==> config.mk <==
export PLATFORM = sky130hd
export DESIGN_NAME = spi_cmd_tx
export DESIGN_NICKNAME = d
export VERILOG_FILES = /design/src/rtl/spi_cmd_pkg.sv /design/src/rtl/spi_cmd_rstsync.sv /design/src/rtl/spi_cmd_seq.sv /design/src/rtl/spi_cmd_pins.sv /design/src/rtl/spi_cmd_shifter.sv /design/src/rtl/spi_cmd_tx.sv
export SDC_FILE = /design/constraint.sdc
export NUM_CORES = 1
export LEC_CHECK = 0
export ABC_AREA = 1
export BUFFER_PORTS_ARGS = -buffer_cell sky130_fd_sc_hd__buf_4
export CELL_PAD_IN_SITES_DETAIL_PLACEMENT = 0
export CELL_PAD_IN_SITES_GLOBAL_PLACEMENT = 1
export CORE_UTILIZATION = 40
export CTS_CLUSTER_SIZE = 24
export DETAILED_ROUTE_END_ITERATION = 10
export GPL_TIMING_DRIVEN = 1
export PLACE_DENSITY = 0.81
export SYNTH_ARGS = -nofsm -noshare
export SYNTH_HDL_FRONTEND = slang
export SYNTH_HIERARCHICAL = 1
export SYNTH_SLANG_ARGS = --single-unit
==> constraint.sdc <==
create_clock -name clk -period 2.7 [get_ports clk]
set_clock_uncertainty 0.2 [all_clocks]
set_input_delay 0.54 -clock clk [delete_from_list [all_inputs] [get_ports clk]]
set_output_delay 0.54 -clock clk [all_outputs]
set_load 0.05 [all_outputs]
==> src/rtl/spi_cmd_pkg.sv <==
package spi_cmd_pkg;

  typedef enum logic [1:0] {
    ST_IDLE  = 2'd0,
    ST_SETUP = 2'd1,
    ST_SHIFT = 2'd2,
    ST_GAP   = 2'd3
  } seq_state_e;

  function automatic int max3(input int a, input int b, input int c);
    int m;
    m = (a > b) ? a : b;
    return (m > c) ? m : c;
  endfunction

endpackage

==> src/rtl/spi_cmd_rstsync.sv <==
module spi_cmd_rstsync (
  input  logic clk,
  input  logic rst_n_in,
  output logic rst_n_out
);
  logic [1:0] sync_q;

  always_ff @(posedge clk or negedge rst_n_in) begin
    if (!rst_n_in) sync_q <= 2'b00;
    else           sync_q <= {sync_q[0], 1'b1};
  end

  assign rst_n_out = sync_q[1];
endmodule

==> src/rtl/spi_cmd_seq.sv <==
module spi_cmd_seq
  import spi_cmd_pkg::*;
#(
  parameter int HALF     = 3,
  parameter int CS_SETUP = 1,
  parameter int GAP_CYC  = 32
) (
  input  logic clk,
  input  logic rst_n,
  input  logic start_req,
  input  logic sclk,
  input  logic all_sent,
  output logic busy,
  output logic load,
  output logic rise,
  output logic fall,
  output logic done
);
  localparam int MAXC  = max3(HALF, CS_SETUP, GAP_CYC);
  localparam int CNT_W = $clog2(MAXC + 1);

  seq_state_e       state_q, state_d;
  logic [CNT_W-1:0] cnt_q, cnt_d;
  logic             cnt_zero;

  assign cnt_zero = (cnt_q == '0);

  always_comb begin
    state_d = state_q;
    cnt_d   = cnt_q;
    load    = 1'b0;
    rise    = 1'b0;
    fall    = 1'b0;
    done    = 1'b0;
    unique case (state_q)
      ST_IDLE: begin
        if (start_req) begin
          load    = 1'b1;
          state_d = ST_SETUP;
          cnt_d   = CNT_W'(CS_SETUP - 1);
        end
      end
      ST_SETUP: begin
        if (cnt_zero) begin
          rise    = 1'b1;
          state_d = ST_SHIFT;
          cnt_d   = CNT_W'(HALF - 1);
        end else begin
          cnt_d = cnt_q - 1'b1;
        end
      end
      ST_SHIFT: begin
        if (!cnt_zero) begin
          cnt_d = cnt_q - 1'b1;
        end else if (sclk) begin
          fall  = 1'b1;
          cnt_d = CNT_W'(HALF - 1);
        end else if (all_sent) begin
          done    = 1'b1;
          state_d = ST_GAP;
          cnt_d   = CNT_W'(GAP_CYC - 1);
        end else begin
          rise  = 1'b1;
          cnt_d = CNT_W'(HALF - 1);
        end
      end
      ST_GAP: begin
        if (cnt_zero) state_d = ST_IDLE;
        else          cnt_d   = cnt_q - 1'b1;
      end
      default: state_d = ST_IDLE;
    endcase
  end

  always_ff @(posedge clk or negedge rst_n) begin
    if (!rst_n) begin
      state_q <= ST_IDLE;
      cnt_q   <= '0;
    end else begin
      state_q <= state_d;
      cnt_q   <= cnt_d;
    end
  end

  assign busy = (state_q != ST_IDLE);

  // a level of the serial clock never outlasts half a period
  p_half_bound_r4: assert property (@(posedge clk) disable iff (!rst_n)
    (state_q == ST_SHIFT) |-> (int'(cnt_q) <= HALF - 1));

  // leaving the guard interval always returns to idle
  p_gap_to_idle_r7: assert property (@(posedge clk) disable iff (!rst_n)
    ($past(state_q) == ST_GAP && state_q != ST_GAP) |-> (state_q == ST_IDLE));
endmodule

==> src/rtl/spi_cmd_pins.sv <==
module spi_cmd_pins (
  input  logic clk,
  input  logic rst_n,
  input  logic load,
  input  logic rise,
  input  logic fall,
  input  logic done,
  output logic sclk,
  output logic cs_n
);
  logic sclk_d, cs_n_d, pin_en;

  assign pin_en = load | rise | fall | done;

  always_comb begin
    sclk_d = sclk;
    cs_n_d = cs_n;
    if (rise) sclk_d = 1'b1;
    if (fall) sclk_d = 1'b0;
    if (load) cs_n_d = 1'b0;
    if (done) cs_n_d = 1'b1;
  end

  always_ff @(posedge clk or negedge rst_n) begin
    if (!rst_n) begin
      sclk <= 1'b0;
      cs_n <= 1'b1;
    end else if (pin_en) begin
      sclk <= sclk_d;
      cs_n <= cs_n_d;
    end
  end

  // the select is released only with the serial clock low
  p_release_low_r2: assert property (@(posedge clk) disable iff (!rst_n)
    $rose(cs_n) |-> !sclk);
endmodule

==> src/rtl/spi_cmd_shifter.sv <==
module spi_cmd_shifter #(
  parameter int FRAME_W = 16
) (
  input  logic               clk,
  input  logic               rst_n,
  input  logic               load,
  input  logic               fall,
  input  logic [FRAME_W-1:0] frame_in,
  output logic               mosi,
  output logic               all_sent
);
  localparam int BIT_W = $clog2(FRAME_W + 1);

  logic [FRAME_W-1:0] sr_q, sr_d;
  logic [BIT_W-1:0]   nbits_q, nbits_d;
  logic               sh_en;

  assign sh_en = load | fall;

  always_comb begin
    sr_d    = sr_q;
    nbits_d = nbits_q;
    if (load) begin
      sr_d    = frame_in;
      nbits_d = '0;
    end else if (fall) begin
      sr_d    = {sr_q[FRAME_W-2:0], 1'b0};
      nbits_d = nbits_q + 1'b1;
    end
  end

  always_ff @(posedge clk or negedge rst_n) begin
    if (!rst_n) begin
      sr_q    <= '0;
      nbits_q <= '0;
    end else if (sh_en) begin
      sr_q    <= sr_d;
      nbits_q <= nbits_d;
    end
  end

  assign mosi     = sr_q[FRAME_W-1];
  assign all_sent = (nbits_q == BIT_W'(FRAME_W));

  // never more clock periods than frame bits
  p_bits_bound_r4: assert property (@(posedge clk) disable iff (!rst_n)
    int'(nbits_q) <= FRAME_W);
endmodule

==> src/rtl/spi_cmd_tx.sv <==
module spi_cmd_tx #(
  parameter int CMD_W    = 4,
  parameter int DATA_W   = 12,
  parameter int SCK_DIV  = 6,
  parameter int CS_SETUP = 1,
  parameter int GAP_CYC  = 32
) (
  input  logic              clk,
  input  logic              rst_n,
  input  logic              start_req,
  input  logic [CMD_W-1:0]  cmd,
  input  logic [DATA_W-1:0] data,
  output logic              busy,
  output logic              sclk,
  output logic              mosi,
  output logic              cs_n
);
  localparam int FRAME_W = CMD_W + DATA_W;
  localparam int HALF    = SCK_DIV / 2;

  logic rst_n_s;
  logic load, rise, fall, done, all_sent;
  logic [FRAME_W-1:0] frame;

  assign frame = {cmd, data};

  spi_cmd_rstsync u_rst (
    .clk       (clk),
    .rst_n_in  (rst_n),
    .rst_n_out (rst_n_s)
  );

  spi_cmd_seq #(
    .HALF     (HALF),
    .CS_SETUP (CS_SETUP),
    .GAP_CYC  (GAP_CYC)
  ) u_seq (
    .clk       (clk),
    .rst_n     (rst_n_s),
    .start_req (start_req),
    .sclk      (sclk),
    .all_sent  (all_sent),
    .busy      (busy),
    .load      (load),
    .rise      (rise),
    .fall      (fall),
    .done      (done)
  );

  spi_cmd_pins u_pins (
    .clk   (clk),
    .rst_n (rst_n_s),
    .load  (load),
    .rise  (rise),
    .fall  (fall),
    .done  (done),
    .sclk  (sclk),
    .cs_n  (cs_n)
  );

  spi_cmd_shifter #(
    .FRAME_W (FRAME_W)
  ) u_shift (
    .clk      (clk),
    .rst_n    (rst_n_s),
    .load     (load),
    .fall     (fall),
    .frame_in (frame),
    .mosi     (mosi),
    .all_sent (all_sent)
  );

  // no serial clock activity without the select
  p_sck_low_idle_r2: assert property (@(posedge clk) disable iff (!rst_n_s)
    cs_n |-> !sclk);

  // data only moves on a falling serial clock while selected
  p_mosi_hold_r3: assert property (@(posedge clk) disable iff (!rst_n_s)
    (!cs_n && !$past(cs_n) && !$fell(sclk)) |-> $stable(mosi));

  // a new frame starts only from idle
  p_cs_needs_idle_r7: assert property (@(posedge clk) disable iff (!rst_n_s)
    $fell(cs_n) |-> !$past(busy));

  // busy covers the whole selected interval
  p_busy_covers_cs_r8: assert property (@(posedge clk) disable iff (!rst_n_s)
    !cs_n |-> busy);
endmodule

**Word level (Yosys, flattened, before mapping)**

Index checks and enable logic that the tools add are counted.

- Output and inout port bits: 4
- Input bits: 19
- Bits in registers: 33
- Word-level logic and storage cells: 71

- Bitwise logic cells: 4
- Reduce and logical (&&, ||, !) cells: 11
- Equality and inequality tests: 11
- Multiplexer cells: 36
- Add/sub/neg operators: 2

Operators by type and width:

| cell | number |
|---|---|
| 16-bit 2-to-1 mux | 2 |
| 6-bit 2-to-1 mux | 5 |
| 6-bit case mux with 4 select lines | 1 |
| 1-bit 2-to-1 mux | 17 |
| 5-bit 2-to-1 mux | 3 |
| 2-bit 2-to-1 mux | 6 |
| 2-bit != test (second input constant) | 4 |
| 2-bit case mux with 4 select lines | 1 |
| 2-bit AND reduction | 4 |
| 2-bit nonzero test | 4 |
| 6-bit zero test | 1 |
| 2-bit by 1-bit != test with 1-bit output (second input constant) | 3 |
| 6-bit AND reduction | 1 |
| 6-bit by 1-bit subtractor with 6-bit output (second input constant) | 1 |
| 5-bit by 1-bit adder with 5-bit output (second input constant) | 1 |
| 5-bit equality test (second input constant) | 1 |
| 2-bit equality test (second input constant) | 2 |
| 1-bit OR | 4 |
| 2-bit by 1-bit equality test with 1-bit output (second input constant) | 1 |
| 2-bit zero test | 1 |
| 1-bit case mux with 2 select lines | 1 |

**Logic depth before layout (Yosys ltp)**

Gate-level depths: netlist (run 1).

- Word-level depth: 9
- Gate-level depth with buffers: 11
- Depth with buffers taken out: 11

**Modules after synthesis**

Netlist (run 1), hierarchy kept.

By module, submodules not included:

| module | area an instance (um2) | cells each | times used |
|---|---|---|---|
| spi_cmd_shifter | 1011.0 | 120 | 1 |
| spi_cmd_seq | 734.5 | 109 | 1 |
| spi_cmd_pins | 73.8 | 8 | 1 |
| spi_cmd_rstsync | 53.8 | 3 | 1 |

**Worst setup path before layout (run 1)**

OpenSTA, ideal clock, no wires.

- Path type: register to register
- From: register u_seq.cnt_q[0]
- To: register u_shift.sr_q[12]
- Path buffers: 1
- Data required time: 2434 ps
- Setup slack: 527 ps
- Cell stages (with the launch flop): 10
- Arrival: 1907 ps
- Path through: dfrtp_1 inv_1 ha_1 nand3_1 nor3_1 inv_2 nor2_8 buf_8 nand2_1 nand3_2

- Cells in the longest elaborated chain, start to end: 5
- Elaborated cells on any way between the ends: 6
- Classes of those cells: 2 x mux; 1 x bitwise; 3 x reduce/logical

RTL lines:

| what | RTL line | source |
|---|---|---|
| from (decl) | spi_cmd_seq.sv:23 | `logic [CNT_W-1:0] cnt_q, cnt_d;` |
| from (signal assigned) | spi_cmd_seq.sv:81 | `cnt_q <= cnt_d;` |
| 6-bit zero test (*) | spi_cmd_seq.sv:26 | `assign cnt_zero = (cnt_q == '0);` |
| 1-bit 2-to-1 mux (*) | spi_cmd_seq.sv:53 | `if (!cnt_zero) begin` |
| 1-bit 2-to-1 mux (*) | spi_cmd_seq.sv:35 | `unique case (state_q)` |
| named net fall | spi_cmd_tx.sv:22 | `logic load, rise, fall, done, all_sent;` |
| 2-bit nonzero test (no source line) / 1-bit OR (equally long branches) | n/a |  |
| 2-bit AND reduction (no source line) (*) | n/a |  |
| to (signal assigned) | spi_cmd_shifter.sv:37 | `sr_q <= sr_d;` |
| to (decl) | spi_cmd_shifter.sv:14 | `logic [FRAME_W-1:0] sr_q, sr_d;` |

Mark *: on every way through the listed nets, which the timed path passes. The rest lies on a longest branch.
A chain may end at the register's enable or synchronous reset.

**Worst setup path in the final report (run 1)**

- From: register u_seq.cnt_q[0]
- To: register u_shift.nbits_q[3]

- Cells in the longest elaborated chain, start to end: 5
- Elaborated cells on any way between the ends: 6
- Classes of those cells: 2 x mux; 1 x bitwise; 3 x reduce/logical

RTL lines:

| what | RTL line | source |
|---|---|---|
| 6-bit zero test (*) | spi_cmd_seq.sv:26 |  |
| 1-bit 2-to-1 mux (*) | spi_cmd_seq.sv:53 |  |
| 1-bit 2-to-1 mux (*) | spi_cmd_seq.sv:35 |  |
| named net fall | spi_cmd_tx.sv:22 |  |
| 2-bit nonzero test (no source line) / 1-bit OR (equally long branches) | n/a |  |
| 2-bit AND reduction (no source line) (*) | n/a |  |
| to (signal assigned) | spi_cmd_shifter.sv:38 | `nbits_q <= nbits_d;` |
| to (decl) | spi_cmd_shifter.sv:15 | `logic [BIT_W-1:0] nbits_q, nbits_d;` |

Marked as above.

==> results.md, run 1 <==
- The number of global-route vias before repair was 1431.
- The all-layer global routing usage is 16.3%.
- In this run the horizontal extent of the chip is 70.4 um.
- The net count of the mapped netlist is 267.
- The endpoint of the worst register-to-register path is u_shift/nbits_q[3].
- The required time of the critical path is 2.67 ns.
- Setup violations remaining at the end of the flow were counted as 0.
- For the finished layout, the period the worst path requires is 2.02 ns.
- Summed over its instances, the top area cell type makes up 42.8% of the synthesized netlist area.
- The class of the tightest hold or removal check is register to async pin.
- In this run, distinct cell masters in the synthesized netlist total 31.
- The timing-limited maximum frequency is 494 MHz.
- After layout, the worst path uses 74.9% of the clock period.
- The number of DRC violations after detailed-routing iteration 0 is 42.
- The largest stage delay on the critical path is 0.39 ns.
- After clock tree synthesis, the clock-pin slew on the worst setup and hold paths is 0.07 ns.
- The die footprint is 4960 sq um.
- The setup check on the worst reg-to-reg path leaves a slack of 0.68 ns.
- The number of warnings issued by yosys is 6.
- Summing the sequential cell areas from Yosys gives 44.2% of the chip area.
- The depth of the critical timing path with buffers and inverters included is 10.
- The die span in y is 70.4 um.
- The wire length of the first global-routing pass is 6.36 mm.
- At the end of the flow, the number of nets in the layout was 296.
- STA classifies the critical path startpoint as a register.
- The final worst-path setup slack is 0.677 ns.
- The synthesized instance count is 240.
- For this run the aggregate overflow at the end of global routing stands at 0.
- Counting every sink on the clock net gives 33.
- The clock passes through at most 2 buffers.
- Once detail routing completed, the nets flagged for antenna violations numbered 0.
- Setup repair after global routing left no endpoint under its margin.
- The mean instance size in the synthesized netlist is 7.80 sq um.
- The core area is 4410 sq um.
- The floorplan has 24 rows.
- The critical path contains buffers and inverters numbering 2 combined.
- In this run the worst path has a maximum fanout of 18.
- Among all stages on the critical path, the largest delay is contributed by dfrtp_1.
- The synthesized design contains 33 register bits.
- The initial antenna violation count came to 0.
- Dividing the detail-routed wire length by the instance count gives 11.3 um.
- The fraction of final layout cells sized beyond drive strength 1 is 18.9%.
- STA classifies the critical path endpoint as a register.
- For this design the top-level I/O count stands at 23.
- Buffers inserted during clock tree synthesis total 5.
- Ranked by instance count, the synthesized netlist is headed by 85 x nand2_1, 32 x dfrtp_1, 32 x inv_1.
- The beginning of the critical path is u_seq/cnt_q[0].
- Timing analysis after detailed placement gives a worst setup slack of 0.686 ns.
- The H-tree was split into 2 levels.
- The max-capacitance violation count is 0.
- The largest net degree at the start of global routing is 32.
- The aggregate routed wire length is 3.62 mm.
- The number of cells traversed by the worst register-to-register path is 10.
- The half-perimeter wire length after placement is 2.63 mm.
- The final core utilization is 49.8%.
- The critical path's top delay family is simple AND/OR/NAND/NOR gates.
- The cell type contributing the most total cell area after synthesis is dfrtp_1.
- The total count of hold-check failures in the final report is 0.
- Compared with the post-synthesis result, the final layout area differs by 17.4%.
- The congestion estimate from routability-driven global placement came to 0.838.
- After clock tree synthesis, the flow added hold-fix buffers numbering 1.
- The worst-case IR drop observed on VDD is 492 uV.
- The final antenna diode count is 0.
- The most critical setup path has its endpoint at u_shift/nbits_q[3].
- The first TritonRoute pass finished after 4 iterations.
- The TritonCTS clock tree is yes.
- In this run the tool buffered the top-level ports with 22 buffer cells.
- For the final routed database, the setup TNS stands at 0 ns.
- The source-to-sink clock delay at the later pin of the worst-skew pair is 0.28 ns.
- The max-slew violation count is 0.
- The worst register-to-register path begins at u_seq/cnt_q[0].
- In the post-synthesis netlist, the cell with the most instances is nand2_1.
- In the synthesized netlist the dominant register cell turns out to be dfrtp_1.
- Power comes to 2410 uW.
- Of all flip-flops after synthesis, the portion carrying an async set or reset was 100%.
- The type of the setup path with the least slack is register to register.
- By area the synthesized netlist is led by dfrtp_1 43%, nand2_1 17%, inv_1 6.4%.
- The count of buffers added by post-CTS timing repair for setup is 0.
- In the routed design, unresolved DRC markers number 0.
- The flow ran to the end, and the final reports show no timing, DRC or antenna violations.
- In this run, synthesis inferred 0 flip-flops with an integrated enable.
- The post-synth design cell area is 1870 sq um.
- For this design the static power due to leakage is 0.00119 uW.
- The root cell of the clock tree is clkbuf_8.
- Using the TritonRoute via totals, the vias-per-cell ratio works out to 4.68.
- The starting density of the core is 42.4%.
- Post-CTS repair changed the size of 0 cells.
- Hold timing on the final database bottoms out at a slack of 0.0508 ns.
- At the worst endpoint, the arrival time is 1.99 ns.
- The number of vias in the routed layout is 1508.
- The signal on the critical path passes through inv_1, ha_1, nand3_1, nor3_1, buf_4, nor2_8, nor2_1, nand3_1, nand2_1, nor2_1.
- In this run the power density over the cells is 1100 nW/um^2.
how the worst min path moves through the flow:
stage / start / endpoint / slack [ns] / cells past startpoint
2_1_floorplan: rst_n / u_rst/sync_q[0] / 0.04 / 0
5_1_grt: u_rst/sync_q[1] / u_shift/sr_q[1] / 0.11 / 1
4_1_cts: u_rst/sync_q[1] / u_seq/cnt_q[0] / 0.08 / 1
3_3_place_gp: u_rst/sync_q[1] / u_seq/cnt_q[5] / 0.07 / 1
6_report: u_rst/sync_q[1] / u_pins/sclk / 0.05 / 1
3_5_place_dp: u_rst/sync_q[1] / u_seq/cnt_q[0] / 0.07 / 1
layout by cell type (no fill, tap or decap), drive strengths merged:
| cell type | count |
|---|---|
| ha | 8 |
| nor2 | 25 |
| dfstp | 1 |
| nor3 | 2 |
| dfrtp | 32 |
| buf | 25 |
| nand3b | 3 |
| a21boi | 1 |
| conb | 1 |
| nand4 | 4 |
| dlygate4sd3 | 1 |
| o21ai | 7 |
| a21oi | 4 |
| nand3 | 22 |
| clkbuf | 7 |
| a211oi | 1 |
| xor2 | 1 |
| inv | 35 |
| nand2 | 88 |
| a22oi | 1 |
| clkinv | 1 |
flip-flops by register name, indices dropped and copies added (netlist names):
signal and cells:
u_shift/sr_q 16, u_seq/cnt_q 6, u_shift/nbits_q 5, u_rst/sync_q 2, u_seq/state_q 2, u_pins/cs_n 1, u_pins/sclk 1
report_power, final:
part	internal, uW	switching, uW
Clock	230	181
Combinational	424	771
Sequential	681	120
Total	1340	1070
through the flow:
stage	instance area, sq um	instances
3_5_place_dp	2090	313
5_1_grt	2200	322
3_3_place_gp	2090	313
2_1_floorplan	1870	240
4_1_cts	2200	322
6_report	2200	322
kinds of logic after synthesis:
group / Yosys count / synth area share, %
and+or+nand+nor: 144 / 36.4
buffers and inverters: 39 / 9.08
DFF: 33 / 44.2
AOI/OAI and AO/OA: 14 / 4.34
adders and majority gates: 8 / 5.34
xor gates and xnor gates: 1 / 0.468
other: 1 / 0.200
layer usage:
layer / vias up / track usage [%] / share of wire (%)
met1: 679 / 21.4 / 49
met5: - / 0 / 0
met3: 5 / 4.47 / 4.1
li1: 794 / - / -
met4: 0 / 6.00 / 0.94
met2: 30 / 25.5 / 46
layout make-up:
type	count	area, sq um
sequential	33	827
multi-input combinational	168	876
timing repair buffer	26	198
inverter	35	131
fill	461	2220
clock buffer	7	96.3
clock inverter	1	5.00
tap	52	65.1
worst register-to-register path: cells and delay by family, from the launching register on:
kind	cells	cell delay, ns
and+or+nand+nor	7	0.76
buffers and inverters	2	0.30
DFF	1	0.39
adders and majority gates	1	0.26
Power figures use the tool's default switching activity.
==> run 2, diff against run 1 <==
--- a/config.mk
+++ b/config.mk
@@ -5,7 +5,7 @@
 export SDC_FILE = /design/constraint.sdc
 export NUM_CORES = 1
 export LEC_CHECK = 0
-export ABC_AREA = 1
+export ABC_AREA = 0
 export BUFFER_PORTS_ARGS = -buffer_cell sky130_fd_sc_hd__buf_4
 export CELL_PAD_IN_SITES_DETAIL_PLACEMENT = 0
 export CELL_PAD_IN_SITES_GLOBAL_PLACEMENT = 1
@@ -13,7 +13,7 @@
 export CTS_CLUSTER_SIZE = 24
 export DETAILED_ROUTE_END_ITERATION = 10
 export GPL_TIMING_DRIVEN = 1
-export PLACE_DENSITY = 0.81
+export PLACE_DENSITY = 0.78
 export SYNTH_ARGS = -nofsm -noshare
 export SYNTH_HDL_FRONTEND = slang
 export SYNTH_HIERARCHICAL = 1
==> constraint.sdc (replaced) <==
create_clock -name clk -period 2 [get_ports clk]
set_clock_uncertainty 0.2 [all_clocks]
set_input_delay 0.4 -clock clk [delete_from_list [all_inputs] [get_ports clk]]
set_output_delay 0.4 -clock clk [all_outputs]
set_load 0.05 [all_outputs]
==> results.md, run 2 <==
- The tool flagged a number of max-cap violations equal to 0.
- The clock slew at the register clock pins of the worst setup and hold paths is 0.07 ns.
- For this design the ratio of total power to cell area is 559 nW/um^2.
- The final core utilization is 55.8%.
- Setup total negative slack on the finished layout was measured at 0 ns.
- The commonest cells after synthesis are 32 x dfrtp_1, 19 x nand2_1, 18 x mux2i_1.
- The first TritonRoute pass finished after 4 iterations.
- The net count of the mapped netlist is 207.
- The static power due to leakage is 0.00103 uW.
- The number of nets at the end of the flow is 255.
- The flip-flop and latch count after synthesis is 33.
- The half-perimeter wire length after placement is 2.71 mm.
- The placement-stage cell area is 2150 sq um.
- In this run the mean area of a mapped cell was 10.1 sq um.
- The wire length of the first global-routing pass is 6.56 mm.
- Among all flip-flop cells after synthesis, the most frequent one is dfrtp_1.
- The library cell with the highest instance count after synthesis is dfrtp_1.
- The synthesis-to-finish area growth is 34.3%.
- The total congestion overflow is 0.
- Entering global routing, the biggest net connects 36 pins.
- The fraction of final layout cells sized beyond drive strength 1 is 33.2%.
- After detailed routing, the total wire length is 4.03 mm.
- Using the TritonRoute via totals, the vias-per-cell ratio works out to 5.24.
- 0 antenna diodes ended up in the layout.
- The die span in y is 69.3 um.
- In this run, CTS created clock tree buffers numbering 5.
- The number of buffers inserted by port buffering is 22.
- The TritonCTS clock tree is yes.
- The count of endpoints failing setup in the final report is 0.
- The minimum setup slack among reg-to-reg paths is 0.04 ns.
- The congestion estimate from routability-driven global placement came to 0.855.
- The type of the setup path with the least slack is register to register.
- The average wire length per cell after detail routing is 14.3 um.
- The endpoint class of the critical path is a register.
- The post-synth design cell area is 1810 sq um.
- At the pin with the least slew margin, the transition time is 0.612 ns.
- STA puts the critical path data required time at 1.97 ns.
- IR analysis of the VDD net gives a maximum drop of 269 uV.
- Net switching is 19.0% of the power.
- By area the synthesized netlist is led by dfrtp_1 44%, mux2i_1 10%, ha_1 5.5%.
- The worst slew slack as a fraction of its limit is 58.9%.
- The startpoint identified for the worst register-to-register timing path is u_seq/cnt_q[1].
- The sequential share of power is 49.4%.
- The number of global-route vias before repair was 1433.
- The library cells used most frequently in the layout, excluding fill and tap cells, are 41 x buf_4, 32 x dfrtp_1, 19 x nand2_1.
- The tightest min-delay check is of the register to async pin type.
- The initial antenna violation count is 0.
- The async set-reset flop share out of synthesis is 100%.
- For this configuration, the core starts out at a cell density of 41.6%.
- The number of buffers on the longest clock path is 2.
- For this run, the total global-route usage over all layers was measured as 17.3%.
- The largest registers in the layout are u_shift/sr_q: 16 flops, u_seq/cnt_q: 6 flops, u_shift/nbits_q: 5 flops.
- The number of flip-flops in the largest register is 16.
- The core area is 4350 sq um.
- Counting every sink on the clock net gives 33.
- The cell type contributing the most total cell area after synthesis is dfrtp_1.
- The share of total power in the clock network is 47.5%.
- The run finished with clean final reports.
- The most frequent standard cell in the layout excluding fill and tap cells is buf_4.
- The clock reaches the later pin of the worst-skew pair after 0.28 ns.
- In this run the critical register-to-register path is captured at u_shift/nbits_q[3].
- In this run the remaining antenna-violating nets after routing total 0.
- For this run, the top clock speed supported by timing is 509 MHz.
- STA classifies the critical path startpoint as a register.
- Setup repair after global routing could not meet its margin everywhere.
- Counting cells, the worst reg-to-reg path comes to 6.
- The max-slew violation count was 0.
- The largest driver fanout on the critical path is 6.
- The final critical-path required period is 1.96 ns.
- The die covers 4800 sq um.
- The register with the most flip-flops is u_shift/sr_q.
- The maximum level of the CTS H-tree is 2.
- The DRC violation count after routing is 0.
- The synthesized netlist contains 41 unique library cells.
- The total count of hold-check failures in the final report is 0.
- The final critical path takes up 98.2% of the cycle.
- The number of DRC violations after detailed-routing iteration 0 is 141.
- CTS placed an instance of clkbuf_8 at the clock tree root.
- In this run the core area contains 24 standard-cell rows.
- The synthesized design contains 0 enable-type register cells.
- During I/O placement, the number of pins put on the boundary was 23.
- The final non-filler cell area is 2430 sq um.
- The area share of the largest cell type after synthesis is 44.2%.
- The final route contains 1473 vias.
- The share of total power in combinational logic is 3.1%.
- The floorplan step set the die width to 69.3 um.
- For this design the total switching power over the nets is 258 uW.
- The Yosys step of the flow raised 6 warnings.
- Sequential elements use 45.7% of the synthesized area.
- At the worst endpoint, the arrival time is 1.93 ns.
- The synthesized instance count is 180.
- The internal power is 1100 uW.
## run 2: cell count changes after synthesis, moves of 3 or more
cell | before | now
mux2_1 | 0 | 3
mux2i_1 | 0 | 18
inv_1 | 32 | 10
nor3_1 | 2 | 7
nand2_1 | 85 | 19
inv_2 | 3 | 0
nor2b_1 | 0 | 5
nor2_2 | 4 | 0
o21ai_1 | 4 | 17
nand3_1 | 21 | 0
nor2_1 | 17 | 10
## run 2: cells by family after synthesis
| family | share of synthesized area (%) |
|---|---|
| fa+ha+maj | 5.53 |
| flops | 45.7 |
| compound gates | 13.6 |
| buf+inv | 5.80 |
| mux | 11.8 |
| simple gates | 16.9 |
| xor+xnor | 0.484 |
| other cells | 0.207 |
## run 2: final cells by class
type,instances,area [sq um]
Inverter,10,37.5
Sequential cell,33,827
Timing Repair Buffer,49,427
Tap cell,52,65.1
Clock inverter,1,30.0
Clock buffer,7,86.3
Fill cell,385,1920
Multi-Input combinational cell,129,958
## run 2: how the worst max path moves through the flow
stage,start,to
after floorplan,u_seq/cnt_q[0],u_shift/nbits_q[3]
after global placement,u_seq/state_q[0],u_seq/state_q[1]
after detailed placement,u_seq/state_q[0],u_seq/state_q[1]
after CTS,u_seq/cnt_q[0],u_shift/nbits_q[3]
after global routing,u_seq/cnt_q[0],u_shift/nbits_q[3]
final,u_seq/cnt_q[1],u_shift/nbits_q[3]
## run 2: per-layer routing
layer	track usage, %	vias up	wire length [um]
met5	0	-	0
met4	6.12	0	46
met3	4.51	7	139
met2	27.9	28	1990
met1	22.5	705	1850
li1	-	733	-
## run 2: repair_timing
| item | CTS | global route |
|---|---|---|
| endpoints found under the setup margin | 2 | 24 |
| cloned | 0 | 2 |
| endpoints found under the hold margin | 8 | 0 |
| setup buffers | 0 | 5 |
| pin swaps | 1 | 6 |
| hold buffers | 2 | 0 |
| gates resized for setup | 1 | 19 |
## run 2: critical path, cell delays in order, from the launching register on
cell and delay (ns):
dfrtp_1 0.39, inv_2 0.07, ha_4 0.13, nor3b_4 0.26, and4_4 0.35, nand4_1 0.13
mux2_4 0.32
## run 2: metrics by stage
stage | instances | setup WS [ns] | total power (uW) | hold WS [ns]
6_report | 281 | 0.0351 | 1360 | 0.0770
5_1_grt | 281 | -0.0463 | 1420 | 0.0961
4_1_cts | 274 | 0.00104 | 1380 | 0.0809
3_5_place_dp | 264 | -0.0116 | 725 | -0.0492
3_3_place_gp | 264 | 0.00407 | 723 | -0.0577
2_1_floorplan | 180 | 0.000833 | 691 | -0.0956
## run 2: power groups by stage
stage / clock network, uW / registers [uW] / logic, uW
floorplan: 0 / 691 / 0.191
global placement: 0 / 685 / 37.5
detailed placement: 0 / 686 / 38.8
CTS: 662 / 671 / 43.8
global route: 704 / 671 / 48.2
finish: 645 / 671 / 42.6
